===== src/rtl/gpio_irq_pkg.sv =====
package gpio_irq_pkg;

    // trigger mode codes held in each 4-bit field
    localparam logic [3:0] TRIG_RISE = 4'd0;
    localparam logic [3:0] TRIG_FALL = 4'd1;
    localparam logic [3:0] TRIG_BOTH = 4'd2;
    localparam logic [3:0] TRIG_HIGH = 4'd3;
    localparam logic [3:0] TRIG_LOW  = 4'd4;

    // word addresses
    localparam int ADDR_W        = 3;
    localparam int MODE_WORDS    = 4;
    localparam logic [ADDR_W-1:0] A_ENABLE   = 3'd4;
    localparam logic [ADDR_W-1:0] A_PENDING  = 3'd5;
    localparam logic [ADDR_W-1:0] A_FILTER   = 3'd6;

    // filter register layout
    localparam int FLT_SRC_BIT = 0;
    localparam int FLT_EXP_LSB = 4;

    typedef enum logic {
        DB_SETTLED,
        DB_PROBE
    } db_state_e;

    function automatic logic trig_fire(input logic [3:0] code,
                                       input logic now,
                                       input logic was);
        logic f;
        case (code)
            TRIG_RISE: f = now & ~was;
            TRIG_FALL: f = ~now & was;
            TRIG_BOTH: f = now ^ was;
            TRIG_HIGH: f = now;
            TRIG_LOW:  f = ~now;
            default:   f = 1'b0;
        endcase
        return f;
    endfunction

endpackage


===== src/rtl/gpio_irq_sync.sv =====
module gpio_irq_sync #(
    parameter int WIDTH = 32
) (
    input  logic             clk,
    input  logic             rst_n,
    input  logic [WIDTH-1:0] async_in,
    output logic [WIDTH-1:0] sync_out
);
    logic [WIDTH-1:0] stage1;

    always_ff @(posedge clk or negedge rst_n) begin
        if (!rst_n) begin
            stage1   <= '0;
            sync_out <= '0;
        end else begin
            stage1   <= async_in;
            sync_out <= stage1;
        end
    end
endmodule


===== src/rtl/gpio_irq_prescaler.sv =====
module gpio_irq_prescaler #(
    parameter int EXP_W = 3
) (
    input  logic             clk,
    input  logic             rst_n,
    input  logic             restart,
    input  logic             use_fast,
    input  logic             slow_tick,
    input  logic             fast_tick,
    input  logic [EXP_W-1:0] exp_sel,
    output logic             sample_tick
);
    localparam int CNT_W = (1 << EXP_W) - 1;

    logic             src;
    logic [CNT_W-1:0] cnt;
    logic [CNT_W-1:0] limit;

    always_comb begin
        src   = use_fast ? fast_tick : slow_tick;
        limit = (CNT_W'(1) << exp_sel) - CNT_W'(1);
    end

    always_ff @(posedge clk or negedge rst_n) begin
        if (!rst_n) begin
            cnt         <= '0;
            sample_tick <= 1'b0;
        end else if (restart) begin
            cnt         <= '0;
            sample_tick <= 1'b0;
        end else begin
            sample_tick <= 1'b0;
            if (src) begin
                if (cnt == limit) begin
                    cnt         <= '0;
                    sample_tick <= 1'b1;
                end else begin
                    cnt <= cnt + CNT_W'(1);
                end
            end
        end
    end

    // a tick follows a counted source pulse
    a_r8_tick_from_source: assert property (@(posedge clk) disable iff (!rst_n)
        sample_tick |-> $past(src && !restart));
endmodule


===== src/rtl/gpio_irq_debounce.sv =====
module gpio_irq_debounce
    import gpio_irq_pkg::*;
#(
    parameter int NUM_LINES = 32
) (
    input  logic                 clk,
    input  logic                 rst_n,
    input  logic                 sample_tick,
    input  logic [NUM_LINES-1:0] pin_sync,
    output logic [NUM_LINES-1:0] deb_now,
    output logic [NUM_LINES-1:0] deb_before,
    output logic                 deb_upd
);
    for (genvar i = 0; i < NUM_LINES; i++) begin : g_line
        db_state_e st_q, st_n;
        logic      val_n;
        logic      differ;

        assign differ = pin_sync[i] ^ deb_now[i];

        always_comb begin
            st_n  = st_q;
            val_n = deb_now[i];
            if (sample_tick) begin
                unique case (st_q)
                    DB_SETTLED: if (differ) st_n = DB_PROBE;
                    DB_PROBE: begin
                        st_n = DB_SETTLED;
                        if (differ) val_n = pin_sync[i];
                    end
                endcase
            end
        end

        always_ff @(posedge clk or negedge rst_n) begin
            if (!rst_n) begin
                st_q       <= DB_SETTLED;
                deb_now[i] <= 1'b0;
            end else begin
                st_q       <= st_n;
                deb_now[i] <= val_n;
            end
        end
    end

    always_ff @(posedge clk or negedge rst_n) begin
        if (!rst_n) begin
            deb_before <= '0;
            deb_upd    <= 1'b0;
        end else begin
            deb_upd <= sample_tick;
            if (sample_tick) deb_before <= deb_now;
        end
    end

    // filtered values move only in the cycle flagged as an update
    a_r7_change_on_update: assert property (@(posedge clk) disable iff (!rst_n)
        !$stable(deb_now) |-> deb_upd);
endmodule


===== src/rtl/gpio_irq_status.sv =====
module gpio_irq_status
    import gpio_irq_pkg::*;
#(
    parameter int NUM_LINES = 32
) (
    input  logic                   clk,
    input  logic                   rst_n,
    input  logic [NUM_LINES*4-1:0] mode_flat,
    input  logic [NUM_LINES-1:0]   deb_now,
    input  logic [NUM_LINES-1:0]   deb_before,
    input  logic                   deb_upd,
    input  logic [NUM_LINES-1:0]   clr_mask,
    input  logic [NUM_LINES-1:0]   reen_mask,
    output logic [NUM_LINES-1:0]   status
);
    logic [NUM_LINES-1:0] hit;

    for (genvar i = 0; i < NUM_LINES; i++) begin : g_hit
        assign hit[i] = deb_upd & trig_fire(mode_flat[i*4 +: 4], deb_now[i], deb_before[i]);
    end

    always_ff @(posedge clk or negedge rst_n) begin
        if (!rst_n) status <= '0;
        else        status <= (status & ~(clr_mask | reen_mask)) | hit;
    end

    // a one written with no hardware set clears the flag
    a_r4_w1c_clear: assert property (@(posedge clk) disable iff (!rst_n)
        (|(clr_mask & ~hit)) |=> ((status & $past(clr_mask & ~hit)) == '0));
    // hardware set wins over any clear
    a_r4_hw_wins: assert property (@(posedge clk) disable iff (!rst_n)
        (|hit) |=> ((status & $past(hit)) == $past(hit)));
    // a flag only rises after a trigger
    a_r3_set_needs_hit: assert property (@(posedge clk) disable iff (!rst_n)
        1'b1 |=> ((status & ~$past(status) & ~$past(hit)) == '0));
    // re-enable clears the flag
    a_r6_reenable_clears: assert property (@(posedge clk) disable iff (!rst_n)
        (|(reen_mask & ~hit)) |=> ((status & $past(reen_mask & ~hit)) == '0));
endmodule


===== src/rtl/gpio_irq_bank.sv =====
module gpio_irq_bank
    import gpio_irq_pkg::*;
#(
    parameter int NUM_LINES = 32,
    parameter int EXP_W     = 3
) (
    input  logic                 clk,
    input  logic                 rst_n,
    input  logic                 slow_tick,
    input  logic                 fast_tick,
    input  logic [NUM_LINES-1:0] pin_in,
    input  logic                 bus_sel,
    input  logic                 bus_wr,
    input  logic [ADDR_W-1:0]    bus_addr,
    input  logic [NUM_LINES-1:0] bus_wdata,
    output logic [NUM_LINES-1:0] bus_rdata,
    output logic                 irq_out
);
    localparam int PAD_W = NUM_LINES - FLT_EXP_LSB - EXP_W;

    logic [NUM_LINES*4-1:0] mode_flat;
    logic [NUM_LINES-1:0]   enable_q;
    logic                   flt_fast;
    logic [EXP_W-1:0]       flt_exp;

    logic                   wr_en, rd_en;
    logic [NUM_LINES-1:0]   clr_mask, reen_mask;
    logic                   restart;
    logic [NUM_LINES-1:0]   pin_sync, deb_now, deb_before, status;
    logic                   sample_tick, deb_upd;
    logic [NUM_LINES-1:0]   rd_mux;

    assign wr_en     = bus_sel & bus_wr;
    assign rd_en     = bus_sel & ~bus_wr;
    assign clr_mask  = (wr_en && bus_addr == A_PENDING) ? bus_wdata : '0;
    assign reen_mask = (wr_en && bus_addr == A_ENABLE) ? (bus_wdata & ~enable_q) : '0;
    assign restart   = wr_en && bus_addr == A_FILTER;

    gpio_irq_sync #(.WIDTH(NUM_LINES)) u_sync (
        .clk(clk), .rst_n(rst_n), .async_in(pin_in), .sync_out(pin_sync));

    gpio_irq_prescaler #(.EXP_W(EXP_W)) u_presc (
        .clk(clk), .rst_n(rst_n), .restart(restart), .use_fast(flt_fast),
        .slow_tick(slow_tick), .fast_tick(fast_tick), .exp_sel(flt_exp),
        .sample_tick(sample_tick));

    gpio_irq_debounce #(.NUM_LINES(NUM_LINES)) u_deb (
        .clk(clk), .rst_n(rst_n), .sample_tick(sample_tick), .pin_sync(pin_sync),
        .deb_now(deb_now), .deb_before(deb_before), .deb_upd(deb_upd));

    gpio_irq_status #(.NUM_LINES(NUM_LINES)) u_stat (
        .clk(clk), .rst_n(rst_n), .mode_flat(mode_flat), .deb_now(deb_now),
        .deb_before(deb_before), .deb_upd(deb_upd), .clr_mask(clr_mask),
        .reen_mask(reen_mask), .status(status));

    // configuration registers
    always_ff @(posedge clk or negedge rst_n) begin
        if (!rst_n) begin
            mode_flat <= '0;
            enable_q  <= '0;
            flt_fast  <= 1'b0;
            flt_exp   <= '0;
        end else if (wr_en) begin
            if (int'(bus_addr) < MODE_WORDS)
                mode_flat[int'(bus_addr[1:0])*NUM_LINES +: NUM_LINES] <= bus_wdata;
            else if (bus_addr == A_ENABLE)
                enable_q <= bus_wdata;
            else if (bus_addr == A_FILTER) begin
                flt_fast <= bus_wdata[FLT_SRC_BIT];
                flt_exp  <= bus_wdata[FLT_EXP_LSB +: EXP_W];
            end
        end
    end

    always_comb begin
        if (int'(bus_addr) < MODE_WORDS)
            rd_mux = mode_flat[int'(bus_addr[1:0])*NUM_LINES +: NUM_LINES];
        else if (bus_addr == A_ENABLE)  rd_mux = enable_q;
        else if (bus_addr == A_PENDING) rd_mux = status;
        else if (bus_addr == A_FILTER)  rd_mux = {{PAD_W{1'b0}}, flt_exp, 3'b000, flt_fast};
        else                            rd_mux = '0;
    end

    always_ff @(posedge clk or negedge rst_n) begin
        if (!rst_n)     bus_rdata <= '0;
        else if (rd_en) bus_rdata <= rd_mux;
    end

    assign irq_out = |(status & enable_q);

    // nothing enabled, nothing raised
    a_r5_masked_silent: assert property (@(posedge clk) disable iff (!rst_n)
        (enable_q == '0) |-> !irq_out);
endmodule


===== config.mk =====
export PLATFORM = sky130hd
export DESIGN_NAME = gpio_irq_bank
export DESIGN_NICKNAME = d
export VERILOG_FILES = /design/src/rtl/gpio_irq_pkg.sv /design/src/rtl/gpio_irq_sync.sv /design/src/rtl/gpio_irq_prescaler.sv /design/src/rtl/gpio_irq_debounce.sv /design/src/rtl/gpio_irq_status.sv /design/src/rtl/gpio_irq_bank.sv
export SDC_FILE = /design/constraint.sdc
export NUM_CORES = 1
export LEC_CHECK = 0
export BUFFER_PORTS_ARGS = -buffer_cell sky130_fd_sc_hd__buf_4
export CELL_PAD_IN_SITES_DETAIL_PLACEMENT = 1
export CELL_PAD_IN_SITES_GLOBAL_PLACEMENT = 2
export CORE_MARGIN = 10
export CORE_UTILIZATION = 46
export CTS_BUF_LIST = sky130_fd_sc_hd__clkbuf_16
export CTS_CLUSTER_DIAMETER = 80
export CTS_CLUSTER_SIZE = 40
export DETAILED_ROUTE_END_ITERATION = 8
export PLACE_DENSITY = 0.9
export SYNTH_ARGS = -nofsm -noshare
export SYNTH_HDL_FRONTEND = slang
export SYNTH_HIERARCHICAL = 1
export SYNTH_SLANG_ARGS = --single-unit

===== constraint.sdc =====
create_clock -name clk -period 6.7 [get_ports clk]
set_clock_uncertainty 0.1 [all_clocks]
set_input_delay 0.67 -clock clk [delete_from_list [all_inputs] [get_ports clk]]
set_output_delay 0.67 -clock clk [all_outputs]
set_load 0.05 [all_outputs]

==> results.md, run 1 <==
* Mean post-synth cell area at 11.6 um^2
* Row count at 76
* Async S/R FF share, synth at 100%
* Routed vias/inst at 6.00
* Initial DRC Count at 1045
* Relative slew slack at 15.2%
* Yosys Warn Count at 6
* Ratio of cells with drive above 1 in the final layout at 15.5%
* First-pass GRT wire length at 92600 um
* GRT overflow at 0
* Final Hold Viols at 0
* Flop2flop setup slack at 3.84 ns
* Hold WC Path Type: input pin to flip-flop
* CP Buf/Inv Count at 4
* Antenna cells at 0
* Top delay family on crit path: buffers and inverters
* Synth Cell Area at 20000 um^2
* Hold Startpoint: pin_in[9]
* PostCTS Resize Cnt at 0
* GP Congestion at 0.837
* GRT Util Overall at 22.4%
* Mapped Cells at 1720
* Sequential area share after synthesis at 49.6%
* RR Startpoint: flt_exp[2]
* Top FF cell, synth: dfrtp_1
* Fin crit share at 52.3%
* Critical path launch point type: input pin
* Crit path DAT at 3.93 ns
* Crit-path cells: buf_4, inv_2, ha_2, buf_4, or3b_1, nor3_4, buf_4, a22o_1
* Hold buffers post-CTS at 1
* VDD IR max at 174 uV
* Die X at 229 um
* Hold Path End: u_sync/stage1[9]
* CTS root buffer: clkbuf_16
* PnR Total Power at 0.00703 W
* Antenna violations before repair at 2
* Area delta synth->final at 11.2%
* Post-Route WL at 59400 um
* Clock insertion delay at the later pin of the skew report at 0.60 ns
* Vias in the first global route at 15400
* Die ar. at 52300 um^2
* Post-synth EDFFs at 0
* Average wire per standard cell at 24.9 um
* WS Path Type: input pin to flip-flop
* DR vias at 14300
* Crit path top cell by count: buf_4
* CP max stage cell: buf_4
* Least-Margin Pin Slew at 1.27 ns
* Worst-path clk slew at 0.12 ns
* Setup Buffers After CTS at 0
* Post-layout min period at 3.51 ns
* CTS HTree Levels at 1
* Starting Density at 46.5%
* Setup TNS at 0 ns
* Fillers at 4495
* Die Ht at 229 um
* DRC Markers at 0
* Most common cell after layout, fill and taps aside: dfrtp_1
* Core area at 43100 um^2
* # IOs at 106
* Cts bufs inserted at 26
* Final Max Slew Viols at 0
* Most frequent cells in the layout: dfrtp_1, nand2_1, a22o_1
* DP Wirelength at 40600 um
* Critical path required time at 7.12 ns
* Clock Path Buffers at 3
* P_leak at 9.95 nW
* Outcome: complete, no violations
* First-pass DRT Iterations at 5
* Synth cell types at 59
* RSZ-0062 raised after global routing: false
* Maximum capacitance violations at 0
* Worst r2r path cells at 8
* ANT nets after route at 0
* Crit path largest cell delay at 0.62 ns
* PwrDens at 316 nW/um^2
* Min-Delay Path Depth at 1
* Crit path max fanout at 67
* PortBufs at 105
* Largest net degree at the start of global routing at 158
* Achievable Freq at 0.285 GHz
* Mapped Nets at 1864
* Final setup viols at 0
* CTS tree: built
* Worst setup EP type: flip-flop
* CTS sink count at 397
* R2R Path End: u_presc/cnt[2]
* FF+latch count, synth at 397
* # nets final at 1924
-- final cells by class --
cell class,instances,area [um^2],share of cell area [%]
flip-flops and latches,397,9940,44.6
multi-input cells,1164,9390,42.2
repair buffers,122,951,4.27
well taps,585,732,3.29
clock buffers,26,651,2.92
clock inverters,22,342,1.53
inverters,69,259,1.16
-- worst max-delay path by stage --
stage / endpoint / slack [ns] / start / cells past startpoint
after CTS: mode_flat[29] / 3.17 / bus_addr[0] / 7
after detailed placement: mode_flat[29] / 2.56 / bus_addr[0] / 7
after global placement: mode_flat[30] / 2.66 / bus_addr[0] / 7
final: mode_flat[44] / 3.19 / bus_addr[0] / 8
after global routing: mode_flat[50] / 3.06 / bus_addr[0] / 8
after floorplan: u_stat/status[0] / 4.07 / bus_addr[0] / 10
-- cells by family after synthesis --
| family | count (synthesis) | synth area share (%) |
|---|---|---|
| multiplexers | 197 | 12.5 |
| AND/OR/NAND/NOR | 506 | 15.5 |
| XOR/XNOR | 42 | 1.84 |
| adder cells (fa/ha/maj) | 71 | 4.44 |
| flip-flops | 397 | 49.6 |
| AO/OA/AOI/OAI | 348 | 12.5 |
| buffers and inverters | 159 | 3.64 |
-- cell usage after synthesis, types with 3 or more instances --
library cell / instances / area [um^2]
mux2i_1: 63 / 631
nand4b_1: 3 / 26.3
and4bb_2: 27 / 338
clkbuf_2: 3 / 15.0
mux2_1: 68 / 766
buf_2: 21 / 105
nand2_1: 172 / 646
buf_6: 9 / 101
clkbuf_1: 48 / 180
nand3_1: 6 / 30.0
and3b_1: 33 / 289
buf_4: 9 / 67.6
mux4_2: 32 / 721
nor4bb_1: 3 / 30.0
inv_1: 67 / 251
a22oi_1: 16 / 120
a21o_1: 35 / 263
nor2_1: 39 / 146
dfrtp_1: 397 / 9930
o21ai_0: 38 / 190
xnor2_1: 37 / 324
xor2_1: 5 / 43.8
nand3b_1: 30 / 225
o21ai_1: 62 / 310
ha_1: 71 / 888
nor3b_1: 67 / 503
o2111ai_1: 4 / 35.0
nand4_1: 4 / 25.0
nand2b_1: 69 / 432
mux2_2: 32 / 360
nor4b_1: 3 / 26.3
o211ai_1: 28 / 210
a22o_1: 126 / 1100
a21oi_1: 28 / 140
and3_1: 33 / 206
-- state kept, by name (all words and copies together) (netlist names) --
signal and flops:
flt_exp 3, u_stat/status 32, flt_fast 1, u_presc/cnt 7, u_deb/g_line.st_q 32, u_sync/sync_out 32, bus_rdata 32, u_sync/stage1 32
u_deb/deb_before 32, u_presc/sample_tick 1, u_deb/deb_now 32, mode_flat 128, enable_q 32, u_deb/deb_upd 1
-- where the power goes --
group	total [W]	switching [W]	internal, W
logic	0.00173	0.000912	0.000819
clock network	0.00189	0.00104	0.000845
registers	0.00341	0.000559	0.00285
-- per-stage QoR --
step	hold WS, ns	cell area (um^2)	util (%)	setup WS (ns)	cells
6_report	0.0674	22300	51.7	3.19	2385
5_1_grt	0.0422	22300	51.7	3.06	2385
4_1_cts	0.0416	22300	51.7	3.17	2385
3_5_place_dp	0.236	21300	49.4	2.56	2336
3_3_place_gp	0.232	21300	49.4	2.66	2336
2_1_floorplan	0.231	20000	-	4.07	1720
-- per-layer routing --
metal / vias to the layer above / wire length [um] / global-route usage, %
li1: 6314 / - / -
met1: 7514 / 25400 / 29.1
met2: 373 / 28600 / 37.2
met3: 103 / 3520 / 3.80
met4: 0 / 1940 / 7.81
met5: - / 0 / 0
No activity file was read; power rests on OpenSTA's default activity.
==> run 2, diff against run 1 <==
--- a/config.mk
+++ b/config.mk
@@ -9,12 +9,12 @@
 export CELL_PAD_IN_SITES_DETAIL_PLACEMENT = 1
 export CELL_PAD_IN_SITES_GLOBAL_PLACEMENT = 2
 export CORE_MARGIN = 10
-export CORE_UTILIZATION = 46
+export CORE_UTILIZATION = 42
 export CTS_BUF_LIST = sky130_fd_sc_hd__clkbuf_16
 export CTS_CLUSTER_DIAMETER = 80
 export CTS_CLUSTER_SIZE = 40
 export DETAILED_ROUTE_END_ITERATION = 8
-export PLACE_DENSITY = 0.9
+export PLACE_DENSITY = 0.84
 export SYNTH_ARGS = -nofsm -noshare
 export SYNTH_HDL_FRONTEND = slang
 export SYNTH_HIERARCHICAL = 1
==> constraint.sdc (replaced) <==
create_clock -name clk -period 3.4 [get_ports clk]
set_clock_uncertainty 0.1 [all_clocks]
set_input_delay 0.34 -clock clk [delete_from_list [all_inputs] [get_ports clk]]
set_output_delay 0.34 -clock clk [all_outputs]
set_load 0.05 [all_outputs]
==> run 2 against run 1 <==
Effect of this change: power up 92%; setup slack worse by 2.6 ns; sequential power up 96%; critical path depth down 4; sequential share of layout area down 1.3 points; non-clock buffer count up 82; wire length up 0.40%; worst hold slack worse by 0.017 ns; clock power up 75%; via count up 0.37%; die area up 8.7%; register-to-register slack worse by 3.2 ns; largest cell class unchanged.
==> results.md, run 2 (synthesis gave the netlist of run 1 again) <==
* Critical path launch point type: flip-flop
* WS Path Type: flip-flop to output port
* Setup TNS at 0 ns
* DP Wirelength at 41400 um
* Final Hold Viols at 0
* Reg with most FFs: mode_flat
* Post-layout min period at 2.81 ns
* VDD IR max at 370 uV
* Setup slack after layout at 0.585 ns
* PwrDens at 588 nW/um^2
* Final hold slack at 0.0501 ns
* Fin crit share at 82.8%
* Largest net degree at the start of global routing at 130
* CP max stage cell: or4_1
* Final core occ at 49.0%
* Post-Route WL at 59600 um
* Setup Buffers After CTS at 0
* Hold WC Path Type: input pin to flip-flop
* Clock insertion delay at the later pin of the skew report at 0.58 ns
* CTS HTree Levels at 1
* Clk network pwr share at 24.5%
* Pre-CTS setup slack at 0.643 ns
* Final Max Slew Viols at 0
* GRT Util Overall at 21.0%
* Die X at 238 um
* Top delay family on crit path: simple AND/OR/NAND/NOR gates
* Area delta synth->final at 14.6%
* ANT nets after route at 0
* Starting Density at 42.7%
* Sequential Power Share at 49.6%
* Clock Path Buffers at 3
* NetSw at 0.00479 W
* Initial DRC Count at 927
* GP Congestion at 0.852
* Cts bufs inserted at 24
* Critical path required time at 2.96 ns
* # IOs at 106
* GRT overflow at 0
* Die Ht at 238 um
* Outcome: complete, no violations
* Worst setup EP type: output port
* Antenna cells at 0
* Achievable Freq at 0.355 GHz
* Core area at 46900 um^2
* PnR Total Power at 0.0135 W
* Switch share at 35.5%
* Row count at 79
* Fillers at 4932
* Maximum capacitance violations at 0
* CTS root buffer: clkbuf_16
* Most frequent cells in the layout: dfrtp_1, nand2_1, buf_4
* # nets final at 2004
* Relative slew slack at 51.9%
* Least-Margin Pin Slew at 0.721 ns
* RSZ-0062 raised after global routing: false
* Final setup viols at 0
* PostCTS Resize Cnt at 0
* Worst-path clk slew at 0.10 ns
* Average wire per standard cell at 24.0 um
* Crit path DAT at 2.37 ns
* CP Buf/Inv Count at 1
* DRC Markers at 0
* Combinational power share at 25.9%
* Routed vias/inst at 5.78
* Vias in the first global route at 15400
* First-pass GRT wire length at 94200 um
* Max reg flops at 128
* First-pass DRT Iterations at 5
* Crit-path cells: a22oi_1, nand4_1, or4_1, buf_4
* CTS tree: built
* Internal at 0.00870 W
* CTS sink count at 397
* DR vias at 14400
* Die ar. at 56800 um^2
* Most common cell after layout, fill and taps aside: dfrtp_1
* Antenna violations before repair at 1
* Crit path max fanout at 4
* PortBufs at 105
* Ratio of cells with drive above 1 in the final layout at 15.7%
* Crit path largest cell delay at 0.65 ns
* P_leak at 10.2 nW
[run 2: cell types whose count changed in the layout (fill, tap and decap cells not counted), moves of 4 or more]
cell | previous run | this run
dlygate4sd3_1 | 1 | 65
buf_4 | 118 | 132
inv_16 | 5 | 0
buf_12 | 2 | 6
clkinv_8 | 8 | 4
inv_6 | 1 | 5
[run 2: per-layer routing]
layer	global-route usage (%)	vias up	wire length (um)
met5	0	-	13
met4	5.75	2	1480
met3	2.77	86	2550
met2	34.8	287	28700
met1	28.5	7515	26900
li1	-	6467	-
[run 2: tightest hold or removal path, cell delays in order]
cell and delay [ns]:
buf_4 0.17, o2111ai_1 0.10, nand3_1 0.08
[run 2: power by group through the flow]
| stage | clock, W | sequential, W | combinational (W) |
|---|---|---|---|
| finish | 0.00330 | 0.00669 | 0.00349 |
| floorplan | 0 | 0.00647 | 0.00234 |
| global route | 0.00359 | 0.00684 | 0.00390 |
| global placement | 0 | 0.00669 | 0.00324 |
| CTS | 0.00340 | 0.00669 | 0.00351 |
| detailed placement | 0 | 0.00679 | 0.00342 |
[run 2: path summary, 6_finish.rpt]
check                                 start                    to  slack, ns  cells after the start
max in group asynchronous             rst_n  u_deb/deb_before[22]       2.08                      3
min in group asynchronous             rst_n        u_presc/cnt[3]       0.22                      2
setup reg to reg                 flt_exp[2]        u_presc/cnt[2]       0.61                      8
hold reg to reg            u_sync/stage1[2]    u_sync/sync_out[2]       0.25                      0
hold / removal                  bus_addr[2]          bus_rdata[5]       0.05                      3
setup / recovery               enable_q[19]               irq_out       0.59                      4
[run 2: final cells by class]
class	instances	area, um^2	share of cell area, %
sequential	397	9940	43.3
tap	607	759	3.31
timing repair buffer	204	1780	7.74
multi-input combinational	1164	9390	40.9
clock buffer	24	601	2.62
inverter	69	259	1.13
clock inverter	20	223	0.971
[run 2: what timing repair did]
action                                  in CTS  in global routing
endpoints found under the setup margin       0                  0
hold buffers                                65                  0
endpoints found under the hold margin      252                  0
[run 2: metrics by stage]
step | instances | area, um^2
after floorplan | 1720 | 20000
after global placement | 2376 | 21500
after detailed placement | 2376 | 21500
after CTS | 2485 | 22900
after global routing | 2485 | 22900
final | 2485 | 22900
